**config.mk**
```make
export PLATFORM = sky130hd
export DESIGN_NAME = pt_walker
export DESIGN_NICKNAME = d
export VERILOG_FILES = /design/src/rtl/pgw_pkg.sv /design/src/rtl/pgw_addr_gen.sv /design/src/rtl/pgw_pte_check.sv /design/src/rtl/pt_walker.sv
export SDC_FILE = /design/constraint.sdc
export NUM_CORES = 1
export LEC_CHECK = 0
export ABC_AREA = 1
export ABC_CLOCK_PERIOD_IN_PS = 2300
export BUFFER_PORTS_ARGS = -buffer_cell sky130_fd_sc_hd__buf_2
export CAP_MARGIN = 20
export CORE_ASPECT_RATIO = 1.1
export CORE_MARGIN = 10
export CORE_UTILIZATION = 51
export CTS_CLUSTER_SIZE = 14
export DETAILED_ROUTE_END_ITERATION = 6
export PLACE_DENSITY = 0.79
export RECOVER_POWER = 50
export SETUP_SLACK_MARGIN = 0.4
export SLEW_MARGIN = 20
export SYNTH_ARGS = -nofsm -noshare
export SYNTH_HDL_FRONTEND = slang
export SYNTH_SLANG_ARGS = --single-unit
```
**constraint.sdc**
```tcl
create_clock -name clk -period 2.3 [get_ports clk]
set_clock_uncertainty 0.15 [all_clocks]
set_input_delay 0.345 -clock clk [delete_from_list [all_inputs] [get_ports clk]]
set_output_delay 0.345 -clock clk [all_outputs]
set_load 0.02 [all_outputs]
```
**src/rtl/pgw_pkg.sv**
```systemverilog
package pgw_pkg;

   typedef enum logic [1:0] {
      ACC_READ  = 2'd0,
      ACC_WRITE = 2'd1,
      ACC_EXEC  = 2'd2,
      ACC_EXEC2 = 2'd3
   } acc_kind_e;

   typedef enum logic [1:0] {
      FLT_NONE    = 2'd0,
      FLT_BOUNDS  = 2'd1,
      FLT_INVALID = 2'd2,
      FLT_PROT    = 2'd3
   } fault_e;

   typedef enum logic [2:0] {
      ST_IDLE,
      ST_RANGE,
      ST_FETCH,
      ST_STORE,
      ST_DONE
   } walk_state_e;

endpackage

```
**src/rtl/pgw_addr_gen.sv**
```systemverilog
module pgw_addr_gen #(
   parameter int PN_W = 20,
   parameter int PA_W = 30
) (
   input  logic [PN_W-1:0] vpn,
   input  logic [PA_W-1:0] base,
   input  logic [PN_W:0]   limit,
   output logic [PA_W-1:0] pte_addr,
   output logic            in_bounds
);
   localparam int SCALE_W = PN_W + 2;

   logic [PA_W-1:0] scaled;

   always_comb begin
      scaled = '0;
      scaled[SCALE_W-1:0] = {vpn, 2'b00};
   end

   assign pte_addr  = base + scaled;
   assign in_bounds = ({1'b0, vpn} < limit);

endmodule

```
**src/rtl/pgw_pte_check.sv**
```systemverilog
module pgw_pte_check
   import pgw_pkg::*;
#(
   parameter int FRAME_W = 18,
   parameter int PTE_W   = 32,
   parameter bit WB_EN   = 1'b1
) (
   input  logic [PTE_W-1:0]   pte,
   input  acc_kind_e          kind,
   output fault_e             fault,
   output logic [FRAME_W-1:0] frame,
   output logic [PTE_W-1:0]   pte_new,
   output logic               wb_need
);
   localparam int B_VALID = FRAME_W;
   localparam int B_REF   = FRAME_W + 1;
   localparam int B_DIRTY = FRAME_W + 2;
   localparam int B_EXEC  = FRAME_W + 3;
   localparam int B_WRITE = FRAME_W + 4;
   localparam int B_READ  = FRAME_W + 5;

   logic perm_ok;

   always_comb begin
      unique case (kind)
         ACC_READ:  perm_ok = pte[B_READ];
         ACC_WRITE: perm_ok = pte[B_WRITE];
         default:   perm_ok = pte[B_EXEC];
      endcase
   end

   always_comb begin
      if (!pte[B_VALID])  fault = FLT_INVALID;
      else if (!perm_ok)  fault = FLT_PROT;
      else                fault = FLT_NONE;
   end

   assign frame = pte[FRAME_W-1:0];

   generate
      if (WB_EN) begin : g_track
         always_comb begin
            pte_new = pte;
            pte_new[B_REF] = 1'b1;
            if (kind == ACC_WRITE) pte_new[B_DIRTY] = 1'b1;
         end
         assign wb_need = (fault == FLT_NONE) && (pte_new != pte);
      end else begin : g_notrack
         assign pte_new = pte;
         assign wb_need = 1'b0;
      end
   endgenerate

endmodule

```
**src/rtl/pt_walker.sv**
```systemverilog
module pt_walker
   import pgw_pkg::*;
#(
   parameter int VA_W  = 32,
   parameter int OFF_W = 12,
   parameter int PA_W  = 30,
   parameter int PTE_W = 32,
   parameter bit WB_EN = 1'b1
) (
   input  logic               clk,
   input  logic               rst_n,
   input  logic               req_valid,
   output logic               req_ready,
   input  logic [VA_W-1:0]    req_vaddr,
   input  logic [1:0]         req_kind,
   input  logic [PA_W-1:0]    pt_base,
   input  logic [VA_W-OFF_W:0] pt_size,
   output logic               mem_req,
   output logic               mem_we,
   output logic [PA_W-1:0]    mem_addr,
   output logic [PTE_W-1:0]   mem_wdata,
   input  logic               mem_ack,
   input  logic [PTE_W-1:0]   mem_rdata,
   output logic               rsp_valid,
   output logic [PA_W-1:0]    rsp_paddr,
   output logic [1:0]         rsp_fault
);
   localparam int PN_W    = VA_W - OFF_W;
   localparam int FRAME_W = PA_W - OFF_W;

   generate
      if (PA_W <= OFF_W) begin : g_bad_pa
         $error("physical width must exceed offset width");
      end
      if (PTE_W < FRAME_W + 6) begin : g_bad_pte
         $error("entry too narrow for frame and flag fields");
      end
      if (PA_W < PN_W + 2) begin : g_bad_span
         $error("physical width cannot span the largest table");
      end
   endgenerate

   walk_state_e        state;
   logic [VA_W-1:0]    vaddr_q;
   acc_kind_e          kind_q;
   logic [PTE_W-1:0]   pte_q;
   logic [PA_W-1:0]    paddr_q;
   fault_e             fault_q;

   logic [PA_W-1:0]    pte_addr;
   logic               in_bounds;
   fault_e             chk_fault;
   logic [FRAME_W-1:0] chk_frame;
   logic [PTE_W-1:0]   chk_pte_new;
   logic               chk_wb;

   pgw_addr_gen #(.PN_W(PN_W), .PA_W(PA_W)) u_addr (
      .vpn       (vaddr_q[VA_W-1:OFF_W]),
      .base      (pt_base),
      .limit     (pt_size),
      .pte_addr  (pte_addr),
      .in_bounds (in_bounds)
   );

   pgw_pte_check #(.FRAME_W(FRAME_W), .PTE_W(PTE_W), .WB_EN(WB_EN)) u_chk (
      .pte     (mem_rdata),
      .kind    (kind_q),
      .fault   (chk_fault),
      .frame   (chk_frame),
      .pte_new (chk_pte_new),
      .wb_need (chk_wb)
   );

   always_ff @(posedge clk) begin
      if (!rst_n) begin
         state   <= ST_IDLE;
         vaddr_q <= '0;
         kind_q  <= ACC_READ;
         pte_q   <= '0;
         paddr_q <= '0;
         fault_q <= FLT_NONE;
      end else begin
         unique case (state)
            ST_IDLE: begin
               if (req_valid) begin
                  vaddr_q <= req_vaddr;
                  kind_q  <= acc_kind_e'(req_kind);
                  state   <= ST_RANGE;
               end
            end
            ST_RANGE: begin
               if (in_bounds) begin
                  state <= ST_FETCH;
               end else begin
                  fault_q <= FLT_BOUNDS;
                  paddr_q <= '0;
                  state   <= ST_DONE;
               end
            end
            ST_FETCH: begin
               if (mem_ack) begin
                  fault_q <= chk_fault;
                  paddr_q <= (chk_fault == FLT_NONE) ?
                             {chk_frame, vaddr_q[OFF_W-1:0]} : '0;
                  pte_q   <= chk_pte_new;
                  state   <= chk_wb ? ST_STORE : ST_DONE;
               end
            end
            ST_STORE: begin
               if (mem_ack) state <= ST_DONE;
            end
            default: state <= ST_IDLE;
         endcase
      end
   end

   assign req_ready = (state == ST_IDLE);
   assign mem_req   = (state == ST_FETCH) || (state == ST_STORE);
   assign mem_we    = (state == ST_STORE);
   assign mem_addr  = pte_addr;
   assign mem_wdata = pte_q;
   assign rsp_valid = (state == ST_DONE);
   assign rsp_paddr = paddr_q;
   assign rsp_fault = fault_q;

   // memory request held steady until acknowledged
   assert_mem_hold_R9: assert property (@(posedge clk) disable iff (!rst_n)
      (mem_req && !mem_ack) |=> (mem_req && $stable(mem_addr) &&
                                 $stable(mem_we) && $stable(mem_wdata)));

   // an idle walker drives no memory access and no response
   assert_idle_quiet_R8: assert property (@(posedge clk) disable iff (!rst_n)
      req_ready |-> (!mem_req && !rsp_valid));

   // response is a single-cycle pulse followed by idle
   assert_rsp_pulse_R8: assert property (@(posedge clk) disable iff (!rst_n)
      rsp_valid |=> (!rsp_valid && req_ready));

   // faulting responses carry a zero address
   assert_fault_zero_R6: assert property (@(posedge clk) disable iff (!rst_n)
      (rsp_valid && rsp_fault != 2'd0) |-> (rsp_paddr == '0));

   // a written-back entry is valid and marked referenced
   assert_wb_ref_R7: assert property (@(posedge clk) disable iff (!rst_n)
      (mem_req && mem_we) |-> (mem_wdata[FRAME_W] && mem_wdata[FRAME_W+1]));

   // an out-of-range page never reaches the memory port
   assert_bounds_nomem_R3: assert property (@(posedge clk) disable iff (!rst_n)
      (state == ST_RANGE && !in_bounds) |=> !mem_req);

endmodule

```
==> impl_metrics.toml, run 1 <==
[synth]
synth_edf_count = 0
yosysSeqAreaShare_pct = 33.2
ys_warn_count = 0
synth_ff_type = "dfxtp_1"
synth_simple_gate_area_share_pct = 27.5
yosysTopAreaCellShare_pct = 33.2
synth_fa_ha_area_share_pct = 8.34
ys_async_sr_fraction_pct = 0
synth_compound_area_share_pct = 15.6
ys_types = 30
synthCells = 930
synth_area_leader_cell = "dfxtp_1"
synthXorXnorAreaFrac_pct = 3.16
synth_nets = 1091
synth_seq_cells = 101
synth_top_family_by_area = "simple AND/OR/NAND/NOR gates"
synthMuxAreaShare_pct = 0
synth_common_cells = "182 x nand2_1, 133 x nor2_1, 128 x inv_1"
synth_area_leaders = "dfxtp_1 33%, nand2_1 11%, a21oi_1 9.4%"
synth_area_um2 = 6090
avgSynthCellArea_um2 = 6.55
yosysMostFrequentCell = "nand2_1"

[critical_path]
cp_max_fo = 3
ff2ff_setup_slack_ns = -0.02
crit_buf_inv = 1
crit_path_end_kind = "primary output"
start_kind = "flip-flop"
slowest_stage = "fa_2"
rr_worst_depth = 13
critPathArrivalTime_ns = 2.27
crit_chain = "ha_4, fa_2, nand3_2, nand2_4, nand3_2, nand2_4, nand2_2, nand2_2, nand2_2, nand2_2, xor2_2, buf_6"
reg2reg_to = "rsp_paddr[9]"
critPathMostFrequentCell = "nand2_2"
reg2reg_from = "vaddr_q[24]"
crit_type = "flip-flop to primary output"
critPathTopFamily = "simple AND/OR/NAND/NOR gates"
max_stage_delay_ns = 0.41
critical_path_required_ns = 1.80

[worst_hold_path]
min_path_cells = 3
hold_path_class = "primary input to flip-flop"
worstHoldStart = "mem_rdata[24]"
hold_end = "mem_wdata[24]"

[sta]
holdWs_ns = 0.0641
fin_crit_sh_pct = 120
setup_viol = 29
layout_setup_ws_ns = -0.470
post-route-min-period_ns = 2.77
hold_viol = 0
rsz0062_at_grt = "yes"
worst_pin_slew_ns = 0.952
slew_viol_final = 0
relSlewSlack_pct = 36.5
clock.fmax_ghz = 0.361

[clocking]
path_clk_slew_ns = 0.08
cts_sinks = 101
htreeDepth = 3
cts_root_buffer = "clkbuf_16"
numCtsBuffers = 9
clk_latency_ns = 0.36
cts_buffer_depth = 2
tritoncts = "built"

[grt]
antenna_found_initial = 1
grt_overflow = 0
grt_max_degree = 53
grt_use_total_pct = 27.8
grt_pass1_wl_um = 37500
first_global_vias = 7697

[drt]
routed-wl-met2_um = 13300
ant_nets = 0
drtPass1Iterations = 5
vias = 7730
met3_length_um = 2410
wire_per_inst_um = 19.6
drc = 0
top_layer_used = "met4"
routed_wl_um = 26900
drt_iter0_drc = 707
via_per_inst = 5.64
met1_length_um = 9660

[pwr]
combPwrFrac_pct = 52.2
leakage_nw = 4.95
power_frac_clock_pct = 18.6
finalPower_mw = 7.79
switching_share_pct = 42.2
peakVddDrop_mv = 0.608
p_int_mw = 4.50
p_per_area_nw_per_um2 = 760
p_switching_mw = 3.28
p_seq_share_pct = 29.2

[place]
pre_cts_slack_ns = -0.213
gp_congestion = 0.927
hpwl_um = 15800
placed_cells = 1308
placement.io_buffers = 214

[final_layout]
seqCellArea_um2 = 2070
multi_input_area_um2 = 4850
area_delta_synth_final_pct = 68.3
drive_gt1_share_pct = 43.2
fin_nets = 1376
instances_no_fill = 1371
fillers = 602

[die]
start_util_pct = 52.5
design.core.area_um2 = 11600
num_rows = 41
die_h_um = 135
die_x_um = 124
dieArea_um2 = 16700
num_io_pins = 219

[flow_run]
cap_violations = 0

[outcome]
violations = "negative setup slack"
status = "finished with violations"
-- layer usage --
layer  global-route usage, %  up-vias
li1                        -     3535
met1                    30.3     3593
met2                    47.4      467
met3                    7.67      135
met4                    14.9        0
met5                       0        -
-- how the worst max path moves through the flow --
stage / from / end / slack (ns) / depth (start not counted)
after global routing: vaddr_q[12] / mem_addr[16] / -0.53 / 12
final: vaddr_q[12] / mem_addr[16] / -0.47 / 12
after floorplan: pt_base[2] / mem_addr[22] / 0.1 / 11
after global placement: pt_base[2] / mem_addr[22] / -0.17 / 13
after detailed placement: pt_base[2] / mem_addr[22] / -0.21 / 13
after CTS: vaddr_q[12] / mem_addr[28] / -0.34 / 11
-- timing repair --
action	4_1_cts	5_1_grt
setup endpoints to repair	61	88
gates cloned	11	0
pin swaps	87	61
gates resized for setup	217	102
endpoints found under the hold margin	0	0
buffers inserted	23	12
hold buffers	0	0
-- through the flow --
stage	utilization [%]	setup TNS (ns)	area, um2
floorplan	-	0	6700
finish	88.4	-8.23	10300
detailed placement	70.9	-1.56	8220
global placement	70.9	-1.16	8220
CTS	84.2	-5.09	9760
global route	88.4	-10.86	10300
-- state kept, by name (all words and copies together), names as in the netlist --
register   count
vaddr_q       32
mem_wdata     32
rsp_paddr     30
rsp_fault      2
state          3
kind_q         2
-- layout by cell type, fill, tap and decap left out, types with 9 or more instances in the layout --
master and n:
nand2_4 14, a21oi_4 16, a21oi_2 27, nor2_2 13
dfxtp_2 11, dfxtp_4 10, a21oi_1 71, nand3_2 25
nor2_4 10, buf_12 11, buf_4 60, nand2_2 51
dfxtp_1 80, clkbuf_16 9, buf_16 10, o21ai_0 51
nor2_1 112, ha_1 9, clkbuf_1 66, buf_2 120
inv_2 11, nand2_1 118, buf_6 49, nand3_1 33
ha_4 30, inv_1 120
-- worst min-delay path: cells and delay by family --
family / cells / cell delay, ns
buffers and inverters: 1 / 0.08
and+or+nand+nor: 2 / 0.11
-- cell families after synthesis --
group / after synthesis
buffers and inverters: 178
AO/OA/AOI/OAI: 184
AND/OR/NAND/NOR: 405
adder cells (fa/ha/maj): 40
XOR/XNOR: 22
flip-flops: 101
-- power groups by stage --
stage / logic (mW) / registers, mW / clock network (mW)
after floorplan: 1.83 / 2.42 / 0
after global placement: 2.96 / 2.25 / 0
after detailed placement: 3.00 / 2.26 / 0
after CTS: 3.61 / 2.23 / 1.43
after global routing: 4.35 / 2.30 / 1.51
final: 4.07 / 2.27 / 1.45
-- final cells by class --
type,instances,area share [%]
tap,150,1.83
antenna,1,0.0244
multi-input combinational,652,47.3
timing repair buffer,318,23.0
clock inverter,7,0.488
sequential,101,20.2
inverter,133,4.92
clock buffer,9,2.20
(Power assumes the default switching activity.)
==> inputs of run 2 (changes only) <==
--- a/config.mk
+++ b/config.mk
@@ -9,15 +9,17 @@
 export ABC_CLOCK_PERIOD_IN_PS = 2300
 export BUFFER_PORTS_ARGS = -buffer_cell sky130_fd_sc_hd__buf_2
 export CAP_MARGIN = 20
-export CORE_ASPECT_RATIO = 1.1
+export CORE_ASPECT_RATIO = 2
 export CORE_MARGIN = 10
-export CORE_UTILIZATION = 51
+export CORE_UTILIZATION = 54
+export CTS_BUF_LIST = sky130_fd_sc_hd__clkbuf_8
 export CTS_CLUSTER_SIZE = 14
 export DETAILED_ROUTE_END_ITERATION = 6
-export PLACE_DENSITY = 0.79
+export PLACE_DENSITY = 0.81
 export RECOVER_POWER = 50
 export SETUP_SLACK_MARGIN = 0.4
 export SLEW_MARGIN = 20
 export SYNTH_ARGS = -nofsm -noshare
 export SYNTH_HDL_FRONTEND = slang
+export SYNTH_HIERARCHICAL = 1
 export SYNTH_SLANG_ARGS = --single-unit
==> run 2 against run 1 <==
  * The flow still finishes with violations (negative setup slack)
  * Die area is 8.5% higher
  * First-iteration DRC count fell by 23%
  * Worst hold slack improved by 0.0083 ns
  * Combinational power shrank 11%
  * Setup slack better by 0.064 ns
  * Largest power group unchanged
  * Highest routed layer is now met5
==> impl_metrics.toml, run 2 <==
[die]
start_util_pct = 55.3
num_io_pins = 219
die_x_um = 100
design.core.area_um2 = 12600
num_rows = 58
die_h_um = 181
dieArea_um2 = 18100

[final_layout]
fin_area_um2 = 10700
seqCellArea_um2 = 2080
fin_nets = 1484
fillers = 708
fin_util_pct = 84.6
multi_input_area_um2 = 5330
final_common_cell = "nand2_1"
area_delta_synth_final_pct = 53.1
drive_gt1_share_pct = 42.4
mostFrequentLayoutCells = "195 x nand2_1, 142 x nor2_1, 123 x buf_2"

[flow_run]
cap_violations = 0

[critical_path]
critPathArrivalTime_ns = 2.21
crit_path_end_kind = "primary output"
critical_path_required_ns = 1.80
crit_type = "flip-flop to primary output"
cp_max_fo = 3
slowest_stage = "dfxtp_4"
start_kind = "flip-flop"
crit_chain = "ha_4, fa_2, nand3_2, nand3_4, nand2_4, nand3_4, nand2_4, nand3_2, nand2_2, nand2_2, buf_6"
max_stage_delay_ns = 0.37

[grt]
grt_pass1_wl_um = 42300
antenna_found_initial = 2
grt_max_degree = 48
grt_overflow = 0
grt_use_total_pct = 29.1
first_global_vias = 8405

[synth]
synthCells = 1077
synth_seq_cells = 101
synth_common_cells = "269 x nand2_1, 164 x nor2_1, 107 x inv_1"
yosysTopAreaCellShare_pct = 29.0
synth_area_leader_cell = "dfxtp_1"
synth_ff_type = "dfxtp_1"
synth_area_leaders = "dfxtp_1 29%, nand2_1 14%, nor2_1 8.8%"
avgSynthCellArea_um2 = 6.48
ys_async_sr_fraction_pct = 0
synth_area_um2 = 6980
ys_types = 32
yosysMostFrequentCell = "nand2_1"
synth_nets = 1238
synth_edf_count = 0
ys_warn_count = 6
yosysSeqAreaShare_pct = 29.0

[outcome]
status = "finished with violations"
violations = "negative setup slack"

[drt]
via_per_inst = 5.71
vias = 8434
routed_wl_um = 30600
drt_iter0_drc = 544
drtPass1Iterations = 5
ant_nets = 0
drc = 0
wire_per_inst_um = 20.7

[sta]
worst_pin_slew_ns = 0.564
rsz0062_at_grt = "yes"
post-route-min-period_ns = 2.71
clock.fmax_ghz = 0.370
fin_crit_sh_pct = 118
slew_viol_final = 0
hold_viol = 0
relSlewSlack_pct = 62.1
layout_setup_ws_ns = -0.406
setup_viol = 59

[place]
placement.io_buffers = 214
dpl_cell_area_um2 = 8680
gp_congestion = 0.949
hpwl_um = 18800

[pwr]
peakVddDrop_mv = 0.619
leakage_nw = 5.03
p_per_area_nw_per_um2 = 645

[clocking]
cts_buffer_depth = 2
clk_latency_ns = 0.37
numCtsBuffers = 9
cts_sinks = 101
htreeDepth = 3
tritoncts = "built"
path_clk_slew_ns = 0.09
cts.hold.buffers_added = 0
cts_root_buffer = "clkbuf_8"

[worst_hold_path]
hold_path_class = "primary input to flip-flop"
-- run 2: cell count changes after synthesis, sizes merged, moves of 3 or more --
cell,previous run,this run
nor2,135,174
a21oi,114,92
nand3b,5,36
a21o,4,0
inv,133,110
buf,27,81
nor3,6,10
o21ai,58,37
nand4,8,11
and2,0,3
xor2,19,12
nand2,184,279
-- run 2: report_power, final --
part / internal (mW) / switching (mW) / leakage [nW] / total (mW)
clock network: 0.522 / 0.602 / 0.103 / 1.12
registers: 1.97 / 0.165 / 0.834 / 2.13
logic: 1.58 / 2.06 / 4.09 / 3.64
-- run 2: final timing paths --
check                                    from             to  slack (ns)  cells past startpoint
worst min register to register     vaddr_q[8]     vaddr_q[8]        0.32                      2
worst max register to register    vaddr_q[14]  rsp_paddr[28]       -0.30                     15
worst min-delay path            mem_rdata[31]  mem_wdata[31]        0.07                      3
worst max-delay path              vaddr_q[12]   mem_addr[26]       -0.41                     11
-- run 2: final cells by class --
| type | instances | area share, % |
|---|---|---|
| diodes | 1 | 0.0234 |
| clock buffers | 10 | 1.29 |
| clock inverters | 5 | 0.492 |
| inverters | 111 | 4.12 |
| multi-input cells | 768 | 49.9 |
| flip-flops and latches | 101 | 19.5 |
| well taps | 150 | 1.76 |
| repair buffers | 332 | 23.0 |
-- run 2: layer usage --
metal	routed length, um	global-route usage (%)	up-vias
met2	16400	56.2	538
met1	9230	24.9	3852
met3	2220	5.69	201
met5	12	0	-
met4	2760	20.2	2
li1	-	-	3841
-- run 2: cell families (layout without fill, tap and decap cells) --
family                     Yosys count  in the layout  share of synthesized area [%]
and+or+nand+nor                    581            581                           37.2
buffers and inverters              208            458                           15.2
AOI/OAI and AO/OA                  131            131                           9.47
DFF                                101            101                           29.0
adders and majority gates           40             40                           7.28
xor gates and xnor gates            15             15                           1.88
other                                1              2                         0.0537
-- run 2: worst max-delay path, delay by kind of cell (launching register included) --
family	cells	cell delay, ns
flops	1	0.37
simple gates	8	0.81
fa+ha+maj	2	0.53
buf+inv	1	0.13
-- run 2: metrics by stage --
step                      cells  worst slack, ns  setup TNS (ns)  hold WS [ns]  power (mW)
final                      1478           -0.406          -15.17        0.0724        6.89
after CTS                  1467           -0.302           -8.50        0.0598        6.56
after floorplan            1077            0.227               0         0.290        3.98
after detailed placement   1401           -0.219           -6.18         0.304        4.81
after global routing       1478           -0.459          -19.53        0.0673        7.23
after global placement     1401           -0.177           -4.96         0.300        4.77
-- run 2: what timing repair did --
action                                  in CTS  in global routing
buffers inserted                            39                 10
endpoints found under the setup margin      63                101
gates cloned                                12                  0
pin swaps                                  106                 69
resized for setup                          230                104
==> inputs of run 3 (changes only) <==
--- a/config.mk
+++ b/config.mk
@@ -5,17 +5,17 @@
 export SDC_FILE = /design/constraint.sdc
 export NUM_CORES = 1
 export LEC_CHECK = 0
-export ABC_AREA = 1
 export ABC_CLOCK_PERIOD_IN_PS = 2300
 export BUFFER_PORTS_ARGS = -buffer_cell sky130_fd_sc_hd__buf_2
 export CAP_MARGIN = 20
 export CORE_ASPECT_RATIO = 2
 export CORE_MARGIN = 10
-export CORE_UTILIZATION = 54
+export CORE_UTILIZATION = 52
 export CTS_BUF_LIST = sky130_fd_sc_hd__clkbuf_8
 export CTS_CLUSTER_SIZE = 14
 export DETAILED_ROUTE_END_ITERATION = 6
-export PLACE_DENSITY = 0.81
+export HOLD_SLACK_MARGIN = 0.03
+export PLACE_DENSITY = 0.8
 export RECOVER_POWER = 50
 export SETUP_SLACK_MARGIN = 0.4
 export SLEW_MARGIN = 20
==> run 3 against run 2 <==
  * The flow still finishes with violations (negative setup slack)
  * Sequential cell count did not move
  * Maximum frequency fell by 26%
  * Combinational power fell by 12%
  * Sequential power fell by 4%
  * Global-route usage fell by 3.8 points
  * Critical path depth rose by 1
  * Utilization fell by 5.7 points
  * Sequential share of layout area rose by 3.3 points
  * Synthesized cell count fell by 30%
  * Cell area fell by 16%
  * Clock-buffer cell count fell by 1
  * Largest cell class unchanged
==> impl_metrics.toml, run 3 <==
[critical_path]
slowest_stage = "fa_2"
cp_max_fo = 3
crit_chain = "ha_4, fa_2, a211oi_2, nor2_2, o311ai_2, buf_4, a41oi_4, o31ai_4, buf_6, a211oi_2, xor2_2, buf_6"
critical_path_required_ns = 1.80
crit_type = "flip-flop to primary output"
crit_path_end_kind = "primary output"
max_stage_delay_ns = 0.40
start_kind = "flip-flop"
ff2ff_setup_slack_ns = -0.65
critPathArrivalTime_ns = 3.15

[grt]
grt_pass1_wl_um = 33600
grt_busiest_layer = "met2"
gr-usage-met1_pct = 25.0
grt_max_degree = 96
first_global_vias = 6586
grt_overflow = 0
antenna_found_initial = 3
use_met3_pct = 6.94
grt_use_total_pct = 25.3
grtUsageMet2_pct = 45.1

[sta]
worst_pin_slew_ns = 0.576
layout_setup_ws_ns = -1.34
clock.fmax_ghz = 0.275
fin_crit_sh_pct = 158
slew_viol_final = 0
rsz0062_at_grt = "yes"
hold_viol = 0
relSlewSlack_pct = 61.5
post-route-min-period_ns = 3.64
setup_viol = 60

[place]
placement.io_buffers = 214
dpl_cell_area_um2 = 7780
gp_congestion = 0.914
hpwl_um = 15100

[drt]
drtPass1Iterations = 5
wire_per_inst_um = 21.0
drt_iter0_drc = 495
drc = 0
via_per_inst = 5.88
ant_nets = 0
vias = 6873
routed_wl_um = 24500

[synth]
yosysTopAreaCellShare_pct = 33.3
synth_ff_type = "dfxtp_1"
synth_seq_cells = 101
avgSynthCellArea_um2 = 8.05
synth_nets = 916
ys_async_sr_fraction_pct = 0
ys_warn_count = 6
synth_edf_count = 0
yosysMostFrequentCell = "nand2_1"
synth_area_leader_cell = "dfxtp_1"
ys_types = 58
yosysSeqAreaShare_pct = 33.3
synth_area_leaders = "dfxtp_1 33%, ha_1 8.0%, buf_4 7.7%"
synth_area_um2 = 6070
synth_common_cells = "110 x nand2_1, 101 x dfxtp_1, 81 x o21ai_0"
synthCells = 755

[final_layout]
fillers = 742
drive_gt1_share_pct = 39.5
mostFrequentLayoutCells = "122 x buf_2, 109 x nand2_1, 100 x buf_4"
fin_area_um2 = 8960
multi_input_area_um2 = 3970
area_delta_synth_final_pct = 47.5
fin_nets = 1180
final_common_cell = "buf_2"
seqCellArea_um2 = 2040

[clocking]
numCtsBuffers = 9
cts_root_buffer = "clkbuf_8"
path_clk_slew_ns = 0.10
cts_sinks = 101
tritoncts = "built"
htreeDepth = 3
clk_latency_ns = 0.36
cts_buffer_depth = 2

[die]
start_util_pct = 53.5
num_rows = 55
design.core.area_um2 = 11400
dieArea_um2 = 16700
num_io_pins = 219
die_x_um = 96.4
die_h_um = 173

[worst_hold_path]
hold_path_class = "primary input to flip-flop"

[pwr]
peakVddDrop_mv = 0.520
p_per_area_nw_per_um2 = 711
leakage_nw = 3.96
finalPower_mw = 6.37

[outcome]
status = "finished with violations"
violations = "negative setup slack"

[flow_run]
cap_violations = 0
run 3: metrics by stage:
step	TNS (ns)	instances	utilization [%]	hold slack, ns	worst slack, ns
floorplan	-13.06	755	-	0.286	-0.563
global placement	-30.10	1109	68.5	0.291	-0.876
detailed placement	-31.04	1109	68.5	0.296	-0.954
CTS	-37.09	1144	75.9	0.0327	-1.09
global route	-48.30	1167	78.9	0.0361	-1.40
finish	-43.82	1168	78.9	0.0474	-1.34
run 3: repair_timing:
item | in CTS | in global routing
cloned | 3 | 0
setup buffers | 15 | 20
gates resized for setup | 109 | 53
pin swaps | 34 | 61
hold buffers | 2 | 1
endpoints found under the setup margin | 64 | 62
endpoints found under the hold margin | 2 | 1
run 3: routing by layer:
metal  vias up  wire (um)  part of all wire, %
li1       3133          -                    -
met1      3185       8330                   34
met2       426      12700                   52
met3       129       2130                  8.7
met4         0       1420                  5.8
met5         -          0                    0
run 3: layout make-up:
class / count / share of cell area [%]
multi-input cells: 527 / 44.4
well taps: 142 / 1.98
inverters: 27 / 1.13
clock buffers: 9 / 1.38
flip-flops and latches: 101 / 22.7
clock inverters: 6 / 0.796
repair buffers: 353 / 27.5
diodes: 3 / 0.0838
run 3: final timing paths:
path | from | end | depth (start not counted)
worst max-delay path | vaddr_q[12] | mem_addr[24] | 12
worst min-delay path | req_vaddr[12] | vaddr_q[12] | 3
worst max register to register | vaddr_q[13] | rsp_paddr[26] | 15
worst min register to register | mem_wdata[31] | mem_wdata[31] | 2
run 3: critical path: cells and delay by family, from the launching register on:
family	cells	cell delay, ns
AOI/OAI and AO/OA	5	1.09
adders and majority gates	2	0.56
buffers and inverters	3	0.52
DFF	1	0.35
xor gates and xnor gates	1	0.19
and+or+nand+nor	1	0.08
run 3: kinds of logic after synthesis:
| kind of cell | synth area share (%) |
|---|---|
| buffers and inverters | 12.2 |
| adders and majority gates | 8.36 |
| xor gates and xnor gates | 2.88 |
| AOI/OAI and AO/OA | 21.2 |
| muxes | 0.412 |
| DFF | 33.3 |
| other | 0.0617 |
| and+or+nand+nor | 21.6 |
run 3: where the power goes:
| part | switching (mW) | leakage [nW] | total [mW] | internal [mW] |
|---|---|---|---|---|
| Sequential | 0.134 | 0.824 | 2.05 | 1.91 |
| Combinational | 1.71 | 3.04 | 3.19 | 1.48 |
| Clock | 0.621 | 0.0980 | 1.13 | 0.511 |
| Total | 2.47 | 3.96 | 6.37 | 3.90 |
